===== config.mk =====
export PLATFORM = sky130hd
export DESIGN_NAME = irq_level_accept
export DESIGN_NICKNAME = d
export VERILOG_FILES = /design/src/rtl/irq_accept_pkg.sv /design/src/rtl/irq_code_sampler.sv /design/src/rtl/irq_qualifier.sv /design/src/rtl/irq_mask_reg.sv /design/src/rtl/irq_grant_reg.sv /design/src/rtl/irq_level_accept.sv
export SDC_FILE = /design/constraint.sdc
export NUM_CORES = 1
export LEC_CHECK = 0
export BUFFER_PORTS_ARGS = -buffer_cell sky130_fd_sc_hd__buf_2
export CAP_MARGIN = 20
export CORE_MARGIN = 2
export CORE_UTILIZATION = 29
export CTS_BUF_LIST = sky130_fd_sc_hd__clkbuf_8
export DETAILED_ROUTE_END_ITERATION = 10
export GPL_ROUTABILITY_DRIVEN = 0
export PLACE_DENSITY = 0.55
export SYNTH_ARGS = -nofsm -noshare
export SYNTH_HDL_FRONTEND = slang
export SYNTH_SLANG_ARGS = --single-unit

===== constraint.sdc =====
create_clock -name clk_i -period 3 [get_ports clk_i]
set_input_delay 0.6 -clock clk_i [delete_from_list [all_inputs] [get_ports clk_i]]
set_output_delay 0.6 -clock clk_i [all_outputs]
set_load 0.005 [all_outputs]

===== src/rtl/irq_accept_pkg.sv =====
package irq_accept_pkg;
  parameter int unsigned IRQ_CODE_W = 4;

  typedef enum logic [1:0] {
    MSRC_HOLD = 2'd0,
    MSRC_SW   = 2'd1,
    MSRC_AUTO = 2'd2
  } mask_src_e;
endpackage


===== src/rtl/irq_code_sampler.sv =====
module irq_code_sampler #(
  parameter int unsigned CODE_W = irq_accept_pkg::IRQ_CODE_W
) (
  input  logic              clk_i,
  input  logic              rst_ni,
  input  logic              req_ni,
  input  logic [CODE_W-1:0] code_i,
  output logic              pend_o,
  output logic [CODE_W-1:0] code_o
);
  logic              pend_q;
  logic [CODE_W-1:0] code_q;

  always_ff @(posedge clk_i or negedge rst_ni) begin
    if (!rst_ni) begin
      pend_q <= 1'b0;
      code_q <= '0;
    end else begin
      pend_q <= ~req_ni;
      if (!req_ni) code_q <= code_i;
    end
  end

  assign pend_o = pend_q;
  assign code_o = code_q;
endmodule


===== src/rtl/irq_qualifier.sv =====
module irq_qualifier #(
  parameter int unsigned CODE_W    = irq_accept_pkg::IRQ_CODE_W,
  parameter bit          ZERO_IDLE = 1'b1
) (
  input  logic              pend_i,
  input  logic [CODE_W-1:0] code_i,
  input  logic [CODE_W-1:0] mask_i,
  output logic              admit_o
);
  logic within_mask;
  assign within_mask = (code_i <= mask_i);

  generate
    if (ZERO_IDLE) begin : g_zero_idle
      assign admit_o = pend_i && (code_i != '0) && within_mask;
    end else begin : g_zero_live
      assign admit_o = pend_i && within_mask;
    end
  endgenerate
endmodule


===== src/rtl/irq_mask_reg.sv =====
module irq_mask_reg #(
  parameter int unsigned        CODE_W     = irq_accept_pkg::IRQ_CODE_W,
  parameter logic [CODE_W-1:0]  RESET_MASK = '1
) (
  input  logic              clk_i,
  input  logic              rst_ni,
  input  logic              wr_i,
  input  logic [CODE_W-1:0] wr_val_i,
  input  logic              admit_i,
  input  logic [CODE_W-1:0] level_i,
  output logic [CODE_W-1:0] mask_o
);
  import irq_accept_pkg::*;

  mask_src_e         src;
  logic [CODE_W-1:0] mask_q, mask_d;

  always_comb begin
    if (wr_i)         src = MSRC_SW;   // software wins
    else if (admit_i) src = MSRC_AUTO;
    else              src = MSRC_HOLD;
  end

  always_comb begin
    unique case (src)
      MSRC_SW:   mask_d = wr_val_i;
      MSRC_AUTO: mask_d = level_i - CODE_W'(1);
      default:   mask_d = mask_q;
    endcase
  end

  always_ff @(posedge clk_i or negedge rst_ni) begin
    if (!rst_ni) mask_q <= RESET_MASK;
    else         mask_q <= mask_d;
  end

  assign mask_o = mask_q;
endmodule


===== src/rtl/irq_grant_reg.sv =====
module irq_grant_reg #(
  parameter int unsigned CODE_W = irq_accept_pkg::IRQ_CODE_W
) (
  input  logic              clk_i,
  input  logic              rst_ni,
  input  logic              admit_i,
  input  logic [CODE_W-1:0] code_i,
  output logic              start_o,
  output logic [CODE_W-1:0] level_o
);
  logic              start_q;
  logic [CODE_W-1:0] level_q;

  always_ff @(posedge clk_i or negedge rst_ni) begin
    if (!rst_ni) begin
      start_q <= 1'b0;
      level_q <= '0;
    end else begin
      start_q <= admit_i;
      if (admit_i) level_q <= code_i;
    end
  end

  assign start_o = start_q;
  assign level_o = level_q;
endmodule


===== src/rtl/irq_level_accept.sv =====
module irq_level_accept #(
  parameter int unsigned       CODE_W     = irq_accept_pkg::IRQ_CODE_W,
  parameter logic [CODE_W-1:0] RESET_MASK = '1,
  parameter bit                ZERO_IDLE  = 1'b1
) (
  input  logic              clk_i,
  input  logic              rst_ni,
  input  logic              req_ni,
  input  logic [CODE_W-1:0] code_i,
  input  logic              mask_wr_i,
  input  logic [CODE_W-1:0] mask_i,
  output logic              start_o,
  output logic [CODE_W-1:0] level_o,
  output logic [CODE_W-1:0] mask_o
);
  logic              pend;
  logic [CODE_W-1:0] code_q;
  logic [CODE_W-1:0] mask_q;
  logic              admit;

  irq_code_sampler #(.CODE_W(CODE_W)) u_sampler (
    .clk_i  (clk_i),
    .rst_ni (rst_ni),
    .req_ni (req_ni),
    .code_i (code_i),
    .pend_o (pend),
    .code_o (code_q)
  );

  irq_qualifier #(.CODE_W(CODE_W), .ZERO_IDLE(ZERO_IDLE)) u_qual (
    .pend_i  (pend),
    .code_i  (code_q),
    .mask_i  (mask_q),
    .admit_o (admit)
  );

  irq_mask_reg #(.CODE_W(CODE_W), .RESET_MASK(RESET_MASK)) u_mask (
    .clk_i    (clk_i),
    .rst_ni   (rst_ni),
    .wr_i     (mask_wr_i),
    .wr_val_i (mask_i),
    .admit_i  (admit),
    .level_i  (code_q),
    .mask_o   (mask_q)
  );

  irq_grant_reg #(.CODE_W(CODE_W)) u_grant (
    .clk_i   (clk_i),
    .rst_ni  (rst_ni),
    .admit_i (admit),
    .code_i  (code_q),
    .start_o (start_o),
    .level_o (level_o)
  );

  assign mask_o = mask_q;
endmodule


==> results of run 1 <==
sequential cells by signal, summed over array words and instances (netlist names):
name and flops:
u_grant.level_o 4, u_mask.mask_o 4, u_sampler.pend_o 1, u_grant.start_o 1, u_sampler.code_o 4
layer usage:
metal | global-route usage [%] | vias to the layer above
li1 | - | 276
met1 | 13.8 | 267
met2 | 15.6 | 12
met3 | 3.26 | 2
met4 | 3.06 | 0
met5 | 0 | -
kinds of logic (layout without fill, tap and decap cells):
logic type	count (synthesis)	in the layout	share of synthesized area, %
compound gates	16	16	19.0
flops	14	14	45.4
buf+inv	10	32	4.96
simple gates	9	9	6.88
mux	8	8	13.4
fa+ha+maj	5	5	8.00
xor+xnor	2	2	2.24
where the power goes:
group	total [mW]	switching (mW)	internal [mW]	leakage, nW
clock network	0.183	0.0664	0.116	0.0288
registers	0.269	0.0299	0.240	0.160
logic	0.218	0.0996	0.119	0.286
total	0.670	0.196	0.474	0.475
area by class of cell:
type	count	area [um2]
Clock buffer	4	55.1
Multi-Input combinational cell	40	388
Timing Repair Buffer	20	100
Inverter	8	30.0
Sequential cell	14	355
Tap cell	30	37.5
Fill cell	264	1560
worst max-delay path, cell delays in order (launching register included):
cell and delay (ps):
dfstp_2 540, inv_1 50, ha_1 340, a21oi_1 170
a41o_1 310, nand3_4 180, mux2_4 330
worst paths after layout:
kind                                                      from                         endpoint  slack, ps  depth (start not counted)
worst max-delay path              u_mask.mask_o[3]$_DFFE_PN1P_   u_grant.level_o[3]$_DFFE_PN0P_        970                          6
worst min-delay path                                    rst_ni  u_sampler.code_o[2]$_DFFE_PN0N_        250                          1
worst max register to register    u_mask.mask_o[3]$_DFFE_PN1P_   u_grant.level_o[3]$_DFFE_PN0P_        970                          6
worst min register to register  u_grant.level_o[3]$_DFFE_PN0P_   u_grant.level_o[3]$_DFFE_PN0P_        510                          1
max in group asynchronous                               rst_ni     u_mask.mask_o[0]$_DFFE_PN1P_       2460                          1
min in group clk_i              u_grant.level_o[3]$_DFFE_PN0P_   u_grant.level_o[3]$_DFFE_PN0P_        510                          1
stage by stage:
stage / total power [mW] / utilization, %
5_1_grt: 0.717 / 38.3
3_3_place_gp: 0.490 / 36.1
2_1_floorplan: 0.422 / -
3_5_place_dp: 0.493 / 36.1
6_report: 0.670 / 38.3
4_1_cts: 0.682 / 38.3
placed cells by master (no fill, tap or decap), types with 2 or more instances in the layout:
master | Yosys | layout
a21oi_1 | 2 | 2
a31oi_1 | 3 | 3
a41o_1 | 2 | 2
a41o_2 | 2 | 2
buf_2 | 1 | 20
clkbuf_8 | 0 | 4
dfrtp_1 | 10 | 10
dfstp_2 | 4 | 4
ha_1 | 5 | 5
inv_1 | 8 | 8
mux2_2 | 4 | 4
mux2_4 | 4 | 4
nand2_1 | 4 | 4
nor2b_1 | 2 | 2
o21ai_1 | 3 | 3
xnor2_1 | 2 | 2
==> impl_metrics.py, run 1 <==
metrics = {
    "outcome": {
        "outcome": "finished, final reports clean",
    },
    "clock_network": {
        "clk_latency_ps": 240,
        "cts_root_buf": "clkbuf_8",
        "cts_hold_buf": 0,
        "post_cts_buffers": 0,
        "cts_buffers": 3,
        "cts_tree": "done",
        "clock_path_buffers": 2,
        "cts_resized": 0,
        "htreeDepth": 1,
        "clock-sinks": 14,
        "clkTransAtPathRegs_ps": 60,
    },
    "yosys": {
        "seq_area_frac_synth_pct": 45.4,
        "synth_cell_types": 23,
        "yosysTopAreaCell": "dfrtp_1",
        "synth_area_um2": 782,
        "syn_nets": 81,
        "synthTopCellsByCount": "10 x dfrtp_1, 8 x inv_1, 5 x ha_1",
        "synth_ff_type": "dfrtp_1",
        "synthArstFlopShare_pct": 100,
        "synth.top_cell.area_share_pct": 32.0,
        "yosysMostFrequentCell": "dfrtp_1",
        "yosysWarnings": 0,
        "syn-instance-count": 64,
        "ys_ff_latch": 14,
        "synth_area_leaders": "dfrtp_1 32%, dfstp_2 13%, ha_1 8.0%",
        "synth_area_per_cell_um2": 12.2,
        "synth_edf_count": 0,
    },
    "floorplanning": {
        "io_pins": 21,
        "num_rows": 18,
        "die_h_um": 55.9,
        "die_area_um2": 3130,
        "die_w_um": 55.9,
        "start_util_pct": 31.0,
        "core-area_um2": 2520,
    },
    "power": {
        "p_leak_nw": 0.475,
        "ir_worst_vdd_mv": 0.298,
        "power_density_nw_per_um2": 694,
    },
    "route": {
        "wl_met1_um": 704,
        "wl_per_cell_um": 12.6,
        "dr.max_layer_used": "met4",
        "met3_length_um": 71,
        "post_drt_via_cell_ratio": 4.80,
        "firstDrtPassIters": 3,
        "dr_total_vias": 557,
        "drt_iter0_markers": 5,
        "drtAntennaViolNets": 0,
        "wl_um": 1460,
        "wl_met2_um": 678,
        "drcViolationCount": 0,
    },
    "job": {
        "maxCapViolCount": 0,
    },
    "global_route": {
        "grt_antenna_before_repair": 0,
        "gr-total-overflow": 0,
        "grt_pass1_vias": 557,
        "grt_max_degree": 15,
        "grtUsageTotal_pct": 10.2,
        "grt_pass1_wl_um": 2570,
    },
    "final_layout": {
        "area_delta_synth_final_pct": 23.5,
        "drive_above_1_share_pct": 48.8,
        "final_design_area_no_fill_um2": 966,
        "nets": 104,
        "diodes": 0,
        "final_cells": 116,
    },
    "worst_setup_path": {
        "endpoint_kind": "flop",
        "arrival_ps": 2160,
        "worstSetupPathType": "reg -> reg",
        "path_max_fanout": 9,
        "required_ps": 3130,
        "cp-start-kind": "flop",
    },
    "timing": {
        "fin_ws_ps": 970,
        "setup_viol": 0,
        "min_period_over_period_pct": 67.7,
        "tightestPinTransition_ps": 351,
        "max_slew_margin_pct": 76.6,
        "period_minus_slack_ps": 2030,
        "tns_ps": 0,
        "hold-worst-slack_ps": 250,
        "fin_skew_ps": 2.47,
        "hold_viol_final": 0,
        "rsz0062_at_grt": "no",
        "clock.fmax_ghz": 0.493,
        "drv_slew": 0,
    },
    "worst_hold_path": {
        "hold_class": "in -> async",
    },
    "placed_design": {
        "place_hpwl_um": 1100,
        "portBuffers": 20,
        "dp_slack_ps": 975,
        "place_inst": 112,
        "dpl_cell_area_um2": 911,
    },
}
No activity file was read; power rests on OpenSTA's default activity.
==> run 2, diff against run 1 <==
- ABC_AREA: not set -> 1
- PLACE_DENSITY: 0.55 -> 0.56
- clock period: 3 -> 2 ns (I/O delays scaled with it)
==> impl_metrics.py, run 2 <==
metrics = {
    "timing": {
        "fin_skew_ps": 2.48,
        "hold_viol_final": 0,
        "drv_slew": 0,
        "max_slew_margin_pct": 79.1,
        "setup_viol": 0,
        "min_period_over_period_pct": 80.7,
        "fin_ws_ps": 387,
        "tns_ps": 0,
        "tightestPinTransition_ps": 314,
        "rsz0062_at_grt": "no",
        "period_minus_slack_ps": 1610,
        "clock.fmax_ghz": 0.620,
    },
    "floorplanning": {
        "core-area_um2": 2450,
        "die_area_um2": 2970,
        "io_pins": 21,
        "die_w_um": 54.5,
        "num_rows": 18,
        "die_h_um": 54.5,
        "start_util_pct": 30.1,
    },
    "route": {
        "drt_iter0_markers": 12,
        "drcViolationCount": 0,
        "firstDrtPassIters": 3,
        "post_drt_via_cell_ratio": 4.39,
        "drtAntennaViolNets": 0,
        "wl_per_cell_um": 10.9,
        "dr_total_vias": 597,
        "wl_um": 1480,
    },
    "yosys": {
        "syn-instance-count": 83,
        "yosysTopAreaCell": "dfrtp_1",
        "synth_ff_type": "dfrtp_1",
        "synthTopCellsByCount": "20 x nand2_1, 10 x dfrtp_1, 10 x inv_1, 10 x nand3_1, 5 x ha_1",
        "synthArstFlopShare_pct": 100,
        "synth.top_cell.area_share_pct": 33.8,
        "synth_area_leaders": "dfrtp_1 34%, dfstp_2 14%, nand2_1 10%",
        "synth_area_per_cell_um2": 8.91,
        "synth_edf_count": 0,
        "synth_area_um2": 739,
        "syn_nets": 100,
        "seq_area_frac_synth_pct": 48.1,
        "ys_ff_latch": 14,
        "yosysWarnings": 0,
        "yosysMostFrequentCell": "nand2_1",
        "synth_cell_types": 19,
    },
    "clock_network": {
        "cts_root_buf": "clkbuf_8",
        "clock_path_buffers": 2,
        "htreeDepth": 1,
        "clock-sinks": 14,
        "cts_resized": 0,
        "cts_hold_buf": 0,
        "clk_latency_ps": 240,
        "clkTransAtPathRegs_ps": 50,
        "cts_tree": "done",
        "cts_buffers": 3,
        "post_cts_buffers": 0,
    },
    "worst_setup_path": {
        "required_ps": 2130,
        "arrival_ps": 1740,
        "path_max_fanout": 13,
        "worstSetupPathType": "reg -> reg",
        "endpoint_kind": "flop",
        "cp-start-kind": "flop",
        "ff2ff_setup_slack_ps": 390,
    },
    "global_route": {
        "grt_pass1_vias": 537,
        "grt_max_degree": 15,
        "grt_pass1_wl_um": 2390,
        "grtUsageTotal_pct": 12.0,
        "grt_antenna_before_repair": 0,
        "gr-total-overflow": 0,
    },
    "worst_hold_path": {
        "hold_class": "in -> async",
    },
    "power": {
        "ir_worst_vdd_mv": 0.637,
        "p_leak_nw": 0.489,
        "power_density_nw_per_um2": 959,
    },
    "final_layout": {
        "drive_above_1_share_pct": 34.0,
        "layout_common_cells": "20 x nand2_1, 20 x buf_2, 11 x inv_1",
        "final_design_area_no_fill_um2": 911,
        "nets": 124,
        "final_util_pct": 37.1,
        "diodes": 0,
        "area_delta_synth_final_pct": 23.2,
    },
    "placed_design": {
        "place_hpwl_um": 1200,
        "dp_slack_ps": 388,
        "dpl_cell_area_um2": 866,
        "portBuffers": 20,
    },
    "job": {
        "maxCapViolCount": 0,
    },
    "outcome": {
        "outcome": "finished, final reports clean",
    },
}
-- run 2: where the power goes --
| group | switching (mW) | internal [mW] | total [mW] | leakage, nW |
|---|---|---|---|---|
| sequential | 0.0368 | 0.354 | 0.390 | 0.165 |
| clock | 0.0916 | 0.135 | 0.227 | 0.0269 |
| combinational | 0.147 | 0.109 | 0.256 | 0.297 |
| total | 0.275 | 0.598 | 0.873 | 0.489 |
-- run 2: cells by family after synthesis --
group | after synthesis | synth area share [%]
flip-flops | 14 | 48.1
XOR/XNOR | 1 | 1.18
buffers and inverters | 16 | 9.14
AO/OA/AOI/OAI | 10 | 9.98
AND/OR/NAND/NOR | 37 | 23.2
adder cells (fa/ha/maj) | 5 | 8.46
-- run 2: path summary, 6_finish.rpt --
check                                               start                              end  cells past startpoint
max                          u_mask.mask_o[3]$_DFFE_PN1P_   u_grant.level_o[1]$_DFFE_PN0P_                     10
min                                                rst_ni  u_sampler.code_o[0]$_DFFE_PN0N_                      1
max reg2reg                  u_mask.mask_o[3]$_DFFE_PN1P_   u_grant.level_o[1]$_DFFE_PN0P_                     10
min reg2reg                u_grant.level_o[0]$_DFFE_PN0P_   u_grant.level_o[0]$_DFFE_PN0P_                      2
max in group asynchronous                          rst_ni     u_mask.mask_o[2]$_DFFE_PN1P_                      1
min in group clk_i                              code_i[3]  u_sampler.code_o[3]$_DFFE_PN0N_                      3
-- run 2: area by class of cell --
type	count	area, um2
flip-flops and latches	14	355
well taps	30	37.5
inverters	15	56.3
fillers	270	1540
repair buffers	20	100
clock inverters	1	3.75
clock buffers	3	41.3
multi-input cells	53	317
-- run 2: per-layer routing --
| metal | track usage [%] | part of all wire [%] |
|---|---|---|
| met3 | 4.10 | 4.7 |
| met2 | 17.7 | 48 |
| met1 | 15.4 | 46 |
| met4 | 6.25 | 0.68 |
| met5 | 0 | 0 |
-- run 2: metrics by stage --
stage	total power, mW	instances	hold slack (ps)
6_report	0.873	136	44.9
5_1_grt	0.948	136	60.4
4_1_cts	0.892	136	48.8
3_5_place_dp	0.657	132	313
3_3_place_gp	0.649	132	307
2_1_floorplan	0.561	83	104
-- run 2: critical path: stages (launching register included) --
cell and delay [ps]:
dfstp_2 540, inv_1 40, ha_1 290, nand2_1 80
inv_2 40, nand2_1 50, nand2_1 60, nand2_2 120
nand2_4 120, nand2_1 110, o21ai_2 50
==> run 3, diff against run 2 <==
- clock period: 2 -> 1.6 ns (I/O delays scaled with it)
==> impl_metrics.py, run 3 (same netlist as run 2, synthesis figures left out) <==
metrics = {
    "outcome": {
        "outcome": "finished, final reports clean",
    },
    "global_route": {
        "grt_pass1_vias": 534,
        "grtUsageTotal_pct": 11.8,
        "grt_antenna_before_repair": 0,
        "grt_pass1_wl_um": 2340,
        "grt_max_degree": 15,
        "gr-total-overflow": 0,
    },
    "floorplanning": {
        "die_area_um2": 2970,
        "core-area_um2": 2450,
        "die_w_um": 54.5,
        "die_h_um": 54.5,
        "num_rows": 18,
        "start_util_pct": 30.1,
        "io_pins": 21,
    },
    "worst_setup_path": {
        "regToRegStartpoint": "u_mask.mask_o[3]$_DFFE_PN1P_",
        "reg2reg_depth": 10,
        "r2r_end": "u_mask.mask_o[2]$_DFFE_PN1P_",
        "path_buf_inv": 3,
        "required_ps": 1770,
        "arrival_ps": 1700,
        "endpoint_kind": "flop",
        "crit_chain": "inv_1 > ha_4 > nand2_1 > inv_2 > nand2_2 > nand2_2 > nand2_4 > buf_6 > nand4_1 > nand3_1",
        "cp-start-kind": "flop",
        "cpMostUsedCell": "nand2_2",
        "critical_path.max_stage_delay_ps": 530,
        "ff2ff_setup_slack_ps": 70,
        "worstSetupPathType": "reg -> reg",
        "path_depth": 10,
        "critPathSlowestCell": "dfstp_2",
        "cp_top_family": "flip-flops",
        "path_max_fanout": 4,
        "worstSetupEndpoint": "u_mask.mask_o[2]$_DFFE_PN1P_",
        "crit_start": "u_mask.mask_o[3]$_DFFE_PN1P_",
    },
    "route": {
        "drcViolationCount": 0,
        "wl_um": 1640,
        "post_drt_via_cell_ratio": 4.47,
        "dr_total_vias": 639,
        "firstDrtPassIters": 4,
        "drt_iter0_markers": 8,
        "wl_per_cell_um": 11.5,
        "drtAntennaViolNets": 0,
    },
    "timing": {
        "hold_viol_final": 0,
        "tightestPinTransition_ps": 306,
        "hold-worst-slack_ps": 281,
        "fin_skew_ps": 1.29,
        "min_period_over_period_pct": 95.9,
        "max_slew_margin_pct": 79.6,
        "setup_viol": 0,
        "fin_ws_ps": 65.2,
        "tns_ps": 0,
        "drv_slew": 0,
        "period_minus_slack_ps": 1530,
        "clock.fmax_ghz": 0.652,
    },
    "final_layout": {
        "fillCellCount": 239,
        "nets": 131,
        "layout_common_cells": "20 x buf_2, 17 x nand2_1, 10 x inv_1, 10 x dfrtp_1, 9 x nand3_1",
        "final_common_cell": "buf_2",
        "final_cells": 143,
        "regArea_um2": 355,
        "area_delta_synth_final_pct": 39.1,
        "drive_above_1_share_pct": 44.2,
        "multi_input_area_um2": 383,
        "diodes": 0,
    },
    "power": {
        "ir_worst_vdd_mv": 0.688,
        "power.total_mw": 1.21,
        "p_leak_nw": 0.528,
        "power_density_nw_per_um2": 1180,
    },
    "job": {
        "maxCapViolCount": 0,
    },
    "clock_network": {
        "cts_buffers": 3,
        "clk_latency_ps": 240,
        "clock-sinks": 14,
        "clkTransAtPathRegs_ps": 60,
        "clock_path_buffers": 2,
        "cts_tree": "done",
        "cts_root_buf": "clkbuf_8",
        "htreeDepth": 1,
    },
    "placed_design": {
        "place_inst": 137,
        "dp_slack_ps": 29.0,
        "place_hpwl_um": 1190,
        "portBuffers": 20,
    },
    "worst_hold_path": {
        "hold_class": "in -> reg",
    },
}
[run 3: changes by cell type in the layout (fill, tap and decap cells not counted), sizes merged]
| cell | previous run | this run |
|---|---|---|
| buf | 20 | 25 |
| dlygate4sd3 | 0 | 1 |
| nand2 | 22 | 23 |
[run 3: where the power goes]
group	total, mW	switching (mW)	internal [mW]
logic	0.431	0.231	0.200
clock network	0.296	0.126	0.170
registers	0.485	0.0443	0.441
[run 3: repair_timing]
item / in CTS / in global routing
hold endpoints to repair: 10 / 0
setup buffers: 0 / 0
hold buffers: 1 / 0
endpoints found under the setup margin: 0 / 8
gates resized for setup: 0 / 11
[run 3: worst min-delay path by stage]
stage / start / end / cells after the start
floorplan: rst_ni / u_grant.level_o[0]$_DFFE_PN0P_ / 0
global placement: rst_ni / u_grant.start_o$_DFF_PN0_ / 1
detailed placement: rst_ni / u_grant.start_o$_DFF_PN0_ / 1
CTS: code_i[1] / u_sampler.code_o[1]$_DFFE_PN0N_ / 3
global route: code_i[3] / u_sampler.code_o[3]$_DFFE_PN0N_ / 3
finish: code_i[0] / u_sampler.code_o[0]$_DFFE_PN0N_ / 3
[run 3: tightest hold or removal path, delay by kind of cell]
kind	cells	cell delay (ps)
buf+inv	1	70
compound gates	1	50
simple gates	1	40
[run 3: layout make-up]
type                       count  area share, %
inverter                      15           5.47
tap                           30           3.65
clock buffer                   3           4.01
timing repair buffer          26           14.7
clock inverter                 1          0.365
multi-input combinational     54           37.2
sequential                    14           34.5
[run 3: layer usage]
metal	vias to the layer above	global-route usage (%)	part of all wire, %
met4	0	3.75	0.79
met3	2	5.19	5.4
met5	-	0	0
met2	14	18.1	50
met1	289	14.8	43
li1	334	-	-
[run 3: metrics by stage]
step | utilization, % | instance area [um2]
CTS | 39.0 | 958
finish | 41.9 | 1030
global placement | 36.8 | 903
global route | 41.9 | 1030
floorplan | - | 739
detailed placement | 36.8 | 903
